### src/rtl/fault_alert_pkg.sv
package fault_alert_pkg;
  localparam int unsigned DATA_W   = 8;
  localparam int unsigned CHAN_N   = 5;
  localparam int unsigned AUX_N    = 4;
  localparam int unsigned CHAN_LSB = 3;
  localparam int unsigned SUM_BIT  = 7;
  localparam int unsigned ADDR_W   = 2;

  typedef enum logic [ADDR_W-1:0] {
    A_AUX_STAT  = 2'd0,
    A_CHAN_STAT = 2'd1,
    A_CHAN_MASK = 2'd2,
    A_AUX_MASK  = 2'd3
  } reg_addr_e;

  localparam logic [DATA_W-1:0] CHAN_MASK_KEEP = 8'hF8;
  localparam logic [DATA_W-1:0] AUX_MASK_KEEP  = 8'h8F;

  // Next value of one sticky bit: live fault wins over a clearing read.
  function automatic logic sticky_next(input logic held, input logic live, input logic clr);
    return live | (held & ~clr);
  endfunction

  // Alert request from status and masks.
  function automatic logic alert_req(input logic [CHAN_N-1:0] cs, input logic [CHAN_N-1:0] cm,
                                     input logic [AUX_N-1:0] as, input logic [AUX_N-1:0] am,
                                     input logic sum_m);
    return (|(cs & ~cm)) | (|(as & ~am)) | ((|cs) & ~sum_m);
  endfunction
endpackage

### src/rtl/sticky_bank.sv
module sticky_bank #(
  parameter int unsigned N = 4
) (
  input  logic         clk,
  input  logic         rst_n,
  input  logic [N-1:0] live,
  input  logic         clr,
  output logic [N-1:0] held
);
  import fault_alert_pkg::*;

  for (genvar i = 0; i < N; i++) begin : g_bit
    always_ff @(posedge clk or negedge rst_n) begin
      if (!rst_n) held[i] <= 1'b0;
      else        held[i] <= sticky_next(held[i], live[i], clr);
    end

    assert_set_on_fault_R2: assert property (@(posedge clk) disable iff (!rst_n)
      live[i] |=> held[i]);
    assert_keep_until_read_R2: assert property (@(posedge clk) disable iff (!rst_n)
      (held[i] && !clr) |=> held[i]);
    assert_clear_when_gone_R3: assert property (@(posedge clk) disable iff (!rst_n)
      (clr && !live[i]) |=> !held[i]);
  end
endmodule

### src/rtl/mask_reg.sv
module mask_reg #(
  parameter int unsigned          W    = 8,
  parameter logic [W-1:0]         KEEP = '1
) (
  input  logic         clk,
  input  logic         rst_n,
  input  logic         we,
  input  logic [W-1:0] wdata,
  output logic [W-1:0] q
);
  always_ff @(posedge clk or negedge rst_n) begin
    if (!rst_n)  q <= '0;
    else if (we) q <= wdata & KEEP;
  end

  assert_write_lands_R6: assert property (@(posedge clk) disable iff (!rst_n)
    we |=> (q == ($past(wdata) & KEEP)));
endmodule

### src/rtl/alert_drive.sv
module alert_drive (
  input  logic clk,
  input  logic rst_n,
  input  logic req,
  output logic alert_n
);
  always_ff @(posedge clk or negedge rst_n) begin
    if (!rst_n) alert_n <= 1'b1;
    else        alert_n <= ~req;
  end

  assert_alert_on_req_R8: assert property (@(posedge clk) disable iff (!rst_n)
    req |=> !alert_n);
  assert_alert_off_R8: assert property (@(posedge clk) disable iff (!rst_n)
    !req |=> alert_n);
endmodule

### src/rtl/fault_alert_unit.sv
module fault_alert_unit
  import fault_alert_pkg::*;
(
  input  logic              clk,
  input  logic              rst_n,
  input  logic [CHAN_N-1:0] chan_fault,
  input  logic [AUX_N-1:0]  aux_fault,
  input  logic [ADDR_W-1:0] addr,
  input  logic              wr_en,
  input  logic [DATA_W-1:0] wr_data,
  input  logic              rd_en,
  output logic [DATA_W-1:0] rd_data,
  output logic              alert_n
);
  logic [CHAN_N-1:0] chan_stat;
  logic [AUX_N-1:0]  aux_stat;
  logic [DATA_W-1:0] chan_mask, aux_mask;
  logic              clr_chan, clr_aux, summary, req;
  logic              we_chan_mask, we_aux_mask, wr_status;

  assign clr_chan     = rd_en && (addr == A_CHAN_STAT);
  assign clr_aux      = rd_en && (addr == A_AUX_STAT);
  assign we_chan_mask = wr_en && (addr == A_CHAN_MASK);
  assign we_aux_mask  = wr_en && (addr == A_AUX_MASK);
  assign wr_status    = wr_en && ((addr == A_CHAN_STAT) || (addr == A_AUX_STAT));

  sticky_bank #(.N(CHAN_N)) u_chan (
    .clk(clk), .rst_n(rst_n), .live(chan_fault), .clr(clr_chan), .held(chan_stat));
  sticky_bank #(.N(AUX_N)) u_aux (
    .clk(clk), .rst_n(rst_n), .live(aux_fault), .clr(clr_aux), .held(aux_stat));

  mask_reg #(.W(DATA_W), .KEEP(CHAN_MASK_KEEP)) u_cmask (
    .clk(clk), .rst_n(rst_n), .we(we_chan_mask), .wdata(wr_data), .q(chan_mask));
  mask_reg #(.W(DATA_W), .KEEP(AUX_MASK_KEEP)) u_amask (
    .clk(clk), .rst_n(rst_n), .we(we_aux_mask), .wdata(wr_data), .q(aux_mask));

  assign summary = |chan_stat;
  assign req = alert_req(chan_stat, chan_mask[CHAN_LSB +: CHAN_N], aux_stat,
                         aux_mask[AUX_N-1:0], aux_mask[SUM_BIT]);

  alert_drive u_alert (.clk(clk), .rst_n(rst_n), .req(req), .alert_n(alert_n));

  always_comb begin
    rd_data = '0;
    unique case (addr)
      A_AUX_STAT: begin
        rd_data[AUX_N-1:0] = aux_stat;
        rd_data[SUM_BIT]   = summary;
      end
      A_CHAN_STAT: rd_data[CHAN_LSB +: CHAN_N] = chan_stat;
      A_CHAN_MASK: rd_data = chan_mask;
      A_AUX_MASK:  rd_data = aux_mask;
      default:     rd_data = '0;
    endcase
  end

  assert_status_write_ignored_R7: assert property (@(posedge clk) disable iff (!rst_n)
    (wr_status && !rd_en && chan_fault == '0 && aux_fault == '0)
      |=> ($stable(chan_stat) && $stable(aux_stat)));
  assert_summary_unmasked_R9: assert property (@(posedge clk) disable iff (!rst_n)
    ((|chan_stat) && !aux_mask[SUM_BIT]) |=> !alert_n);
  assert_rsvd_zero_R6: assert property (@(posedge clk) disable iff (!rst_n)
    (chan_mask[CHAN_LSB-1:0] == '0) && (aux_mask[SUM_BIT-1:AUX_N] == '0));
endmodule

### config.mk
export PLATFORM = sky130hd
export DESIGN_NAME = fault_alert_unit
export DESIGN_NICKNAME = d
export VERILOG_FILES = /design/src/rtl/fault_alert_pkg.sv /design/src/rtl/sticky_bank.sv /design/src/rtl/mask_reg.sv /design/src/rtl/alert_drive.sv /design/src/rtl/fault_alert_unit.sv
export SDC_FILE = /design/constraint.sdc
export NUM_CORES = 1
export LEC_CHECK = 0
export ABC_AREA = 1
export BUFFER_PORTS_ARGS = -buffer_cell sky130_fd_sc_hd__buf_2
export CAP_MARGIN = 5
export CORE_MARGIN = 2
export CORE_UTILIZATION = 45
export CTS_BUF_LIST = sky130_fd_sc_hd__clkbuf_16
export DETAILED_ROUTE_END_ITERATION = 10
export PLACE_DENSITY = 0.78
export SLEW_MARGIN = 25
export SYNTH_ARGS = -nofsm -noshare
export SYNTH_HDL_FRONTEND = slang
export SYNTH_SLANG_ARGS = --single-unit
export TNS_END_PERCENT = 100
### constraint.sdc
create_clock -name clk -period 0.95 [get_ports clk]
set_input_delay 0.095 -clock clk [delete_from_list [all_inputs] [get_ports clk]]
set_output_delay 0.095 -clock clk [all_outputs]
set_load 0.01 [all_outputs]
==> metrics.csv <==
stage,metric,value,unit
run_status,run status,"complete, but fails checks",
run_status,failing checks,negative setup slack,
floorplan,Starting Density,47.3,%
sta,Final Hold Fails,0,
setup_path,CP Data Required Time,0.85,ns
setup_path,crit path DAT,1.19,ns
global_route,overall routing resource usage,20.4,%
synthesis,mean area per synthesized cell,8.36,um2
setup_path,Crit. Startpoint,u_chan.held[2],
setup_path,R2R Path End,u_alert.alert_n,
synthesis,Gate Count Post-Synth,124,
setup_path,Crit Path Category,reg -> out,
floorplan,Rows,17,
power_and_ir_drop,PD cells,1580,nW/um2
drt,vias per inst,5.07,
sta,Slew HR,70.6,%
global_route,initial antenna violation count,0,
synthesis,synth unique cells,16,
drt,vias,1020,
global_route,number of global-route vias before repair,943,
synthesis,"Top FF cell, synth",dfrtp_1,
synthesis,adder-cell share of the synthesized area,6.03,%
sta,Max Clk Rate,0.780,GHz
floorplan,Die Wd,52.0,um
synthesis,yosys warns,0,
floorplan,Die Span Y,52.0,um
power_and_ir_drop,Leak Pwr,0.789,nW
synthesis,post-synthesis compound-gate area fraction,15.6,%
cells_and_area,share of cells above drive strength 1,39.9,%
floorplan,Total Die Area,2710,um2
synthesis,sequential fraction of the synthesis area,48.4,%
hold_path,Hold Crit Class,in -> reg,
drt,Total Wirelength,2640,um
cells_and_area,Antenna Cells,0,
drt,Initial DRC Count,40,
clock_tree,Sink Count,20,
synthesis,largest family of logic cells by synthesized area,simple AND/OR/NAND/NOR gates,
setup_path,reg-to-reg startpoint,u_chan.held[2],
global_route,layer with the highest usage,met2,
global_route,largest net degree at the start of global routing,21,
placement,DP Worst Slack,-0.189,ns
clock_tree,worst skew pair latency,0.25,ns
sta,Final Hold Slack,0.0198,ns
sta,Final Critical Period,1.28,ns
global_route,grt ovf,0,
synthesis,asr flop ratio synth,100,%
sta,setup TNS,-1.65,ns
placement,GPL Wtd Cong,0.861,
clock_tree,H-tree levels,1,
setup_path,Critical Path Sink Type,output pin,
synthesis,top cell type's share of synthesized area,45.8,%
sta,Max Clock Skew,0.000490,ns
placement,Post-DP HPWL,1900,um
clock_tree,CTS tree,done,
job,max-cap viol count,0,
floorplan,Core ar.,2190,um2
global_route,first-pass GRT wire length,4000,um
cells_and_area,area growth from synthesis to layout,44.1,%
cells_and_area,Post-layout nets,202,
setup_path,startpoint type of the worst setup path,flip-flop,
power_and_ir_drop,worst vdd ir,0.00105,V
clock_tree,deepest clock path buffer count,2,
clock_tree,Root Driver,clkbuf_16,
cells_and_area,fin util,68.2,%
drt,DRT antenna net count,0,
sta,fin crit share,135,%
synthesis,most common library cells after synthesis,"36 x nand2_1, 19 x dfrtp_1, 19 x inv_1",
synthesis,Syn Std Cell Area,1040,um2
drt,drt drc,0,
synthesis,mux cell area share after synthesis,2.90,%
synthesis,area share of xor/xnor cells in the synthesized design,0,%
sta,worst setup margin,-0.331,ns
clock_tree,total CTS buffers,3,
setup_path,R2R cell count,7,
synthesis,cell taking the most area after synthesis,dfrtp_1,
global_route,grt met3 use,3.74,%
setup_path,crit path max fanout,2,
synthesis,Yosys reg bits,20,
synthesis,"EDFF count, synth",0,
drt,TritonRoute pass-1 iters,4,
setup_path,Reg2Reg Setup Slack,-0.21,ns
synthesis,syn nets,152,
hold_path,Worst Hold End,u_chan.held[1],
sta,pins over their slew limit,0,
floorplan,Ports,32,
hold_path,hold_sp,chan_fault[1],
sta,Least-Margin Pin Slew,0.440,ns
sta,# setup viols final,10,
global_route,GR Util met2,35.7,%
drt,DR WL/cell,13.1,um
placement,I/O Buffers,31,
hold_path,Hold Path Stages,2,
cells_and_area,Fillers,163,
sta,RSZ-0062 raised after global routing,true,
synthesis,most common cell in the netlist,nand2_1,
synthesis,simple-gate share of the synthesized area,20.3,%
clock_tree,Worst-path clk slew,0.05,ns
global_route,met1 Resource Use GR,24.1,%
synthesis,Synth area leaders,"dfrtp_1 46%, nand2_1 13%, inv_1 6.9%",
-- worst max-delay path, stage by stage, from the launching register on --
cell and delay, ns:
dfrtp_1 0.39, nor2_1 0.13, nand3_2 0.10, o21a_1 0.18
buf_2 0.13
-- registers in the layout (all words and copies together), names as in the netlist --
name	count
u_amask.q	5
u_chan.held	5
u_cmask.q	5
u_aux.held	4
u_alert.alert_n	1
-- placed cells by master (no fill, tap or decap) --
cell type and n:
a21oi_1 7, o21a_1 1, o21bai_1 2, nor2_1 9, dfrtp_1 19, nand2_1 31, inv_1 18, clkinv_1 1
nand2_4 2, ha_4 2, nand4_1 1, buf_2 30, o21ai_1 5, clkbuf_16 3, dfstp_2 1, ha_1 1
mux2_4 2, nand2_2 5, buf_4 11, nand3_2 1, buf_6 3, inv_2 1, nor2_2 2, ha_2 2
a31oi_1 1, a21oi_2 4, a21o_1 7, dlygate4sd3_1 1
-- per-layer routing --
layer	share of wire (%)	vias up
li1	-	494
met5	0	-
met1	37	476
met2	55	43
met3	5.5	7
met4	2.1	0
-- through the flow --
stage	std cells	power [mW]	cell area (um2)
floorplan	124	1.26	1040
global placement	192	1.43	1300
detailed placement	192	1.45	1300
CTS	199	2.34	1420
global route	201	2.48	1500
finish	201	2.36	1500
-- cell families after synthesis --
group | after synthesis
AO/OA/AOI/OAI | 27
adder cells (fa/ha/maj) | 5
buffers and inverters | 19
flip-flops | 20
multiplexers | 2
AND/OR/NAND/NOR | 51
-- timing repair --
item                                   4_1_cts  5_1_grt
hold buffers                                 1        0
setup endpoints to repair                   10       10
setup buffers                                3        4
endpoints found under the hold margin       19        0
gates resized for setup                      5       15
pin swaps                                    6        6
-- layout make-up --
type,count,area [um2],area share (%)
Inverter,19,71.3,4.77
Tap cell,28,35.0,2.34
Clock buffer,3,75.1,5.02
Clock inverter,1,3.75,0.251
Sequential cell,20,502,33.6
Timing Repair Buffer,45,277,18.5
Multi-Input combinational cell,85,532,35.6
-- report_power, final --
part           total [mW]  switching (mW)  internal, mW
combinational       0.489           0.258         0.232
sequential           1.01          0.0711         0.944
clock               0.855           0.295         0.560
-- how the worst max path moves through the flow --
| stage | cells past startpoint | endpoint |
|---|---|---|
| 4_1_cts | 4 | rd_data[7] |
| 3_3_place_gp | 6 | rd_data[6] |
| 3_5_place_dp | 6 | rd_data[3] |
| 6_report | 4 | rd_data[7] |
| 5_1_grt | 4 | rd_data[7] |
| 2_1_floorplan | 4 | u_cmask.q[6] |
(Power assumes the default switching activity.)
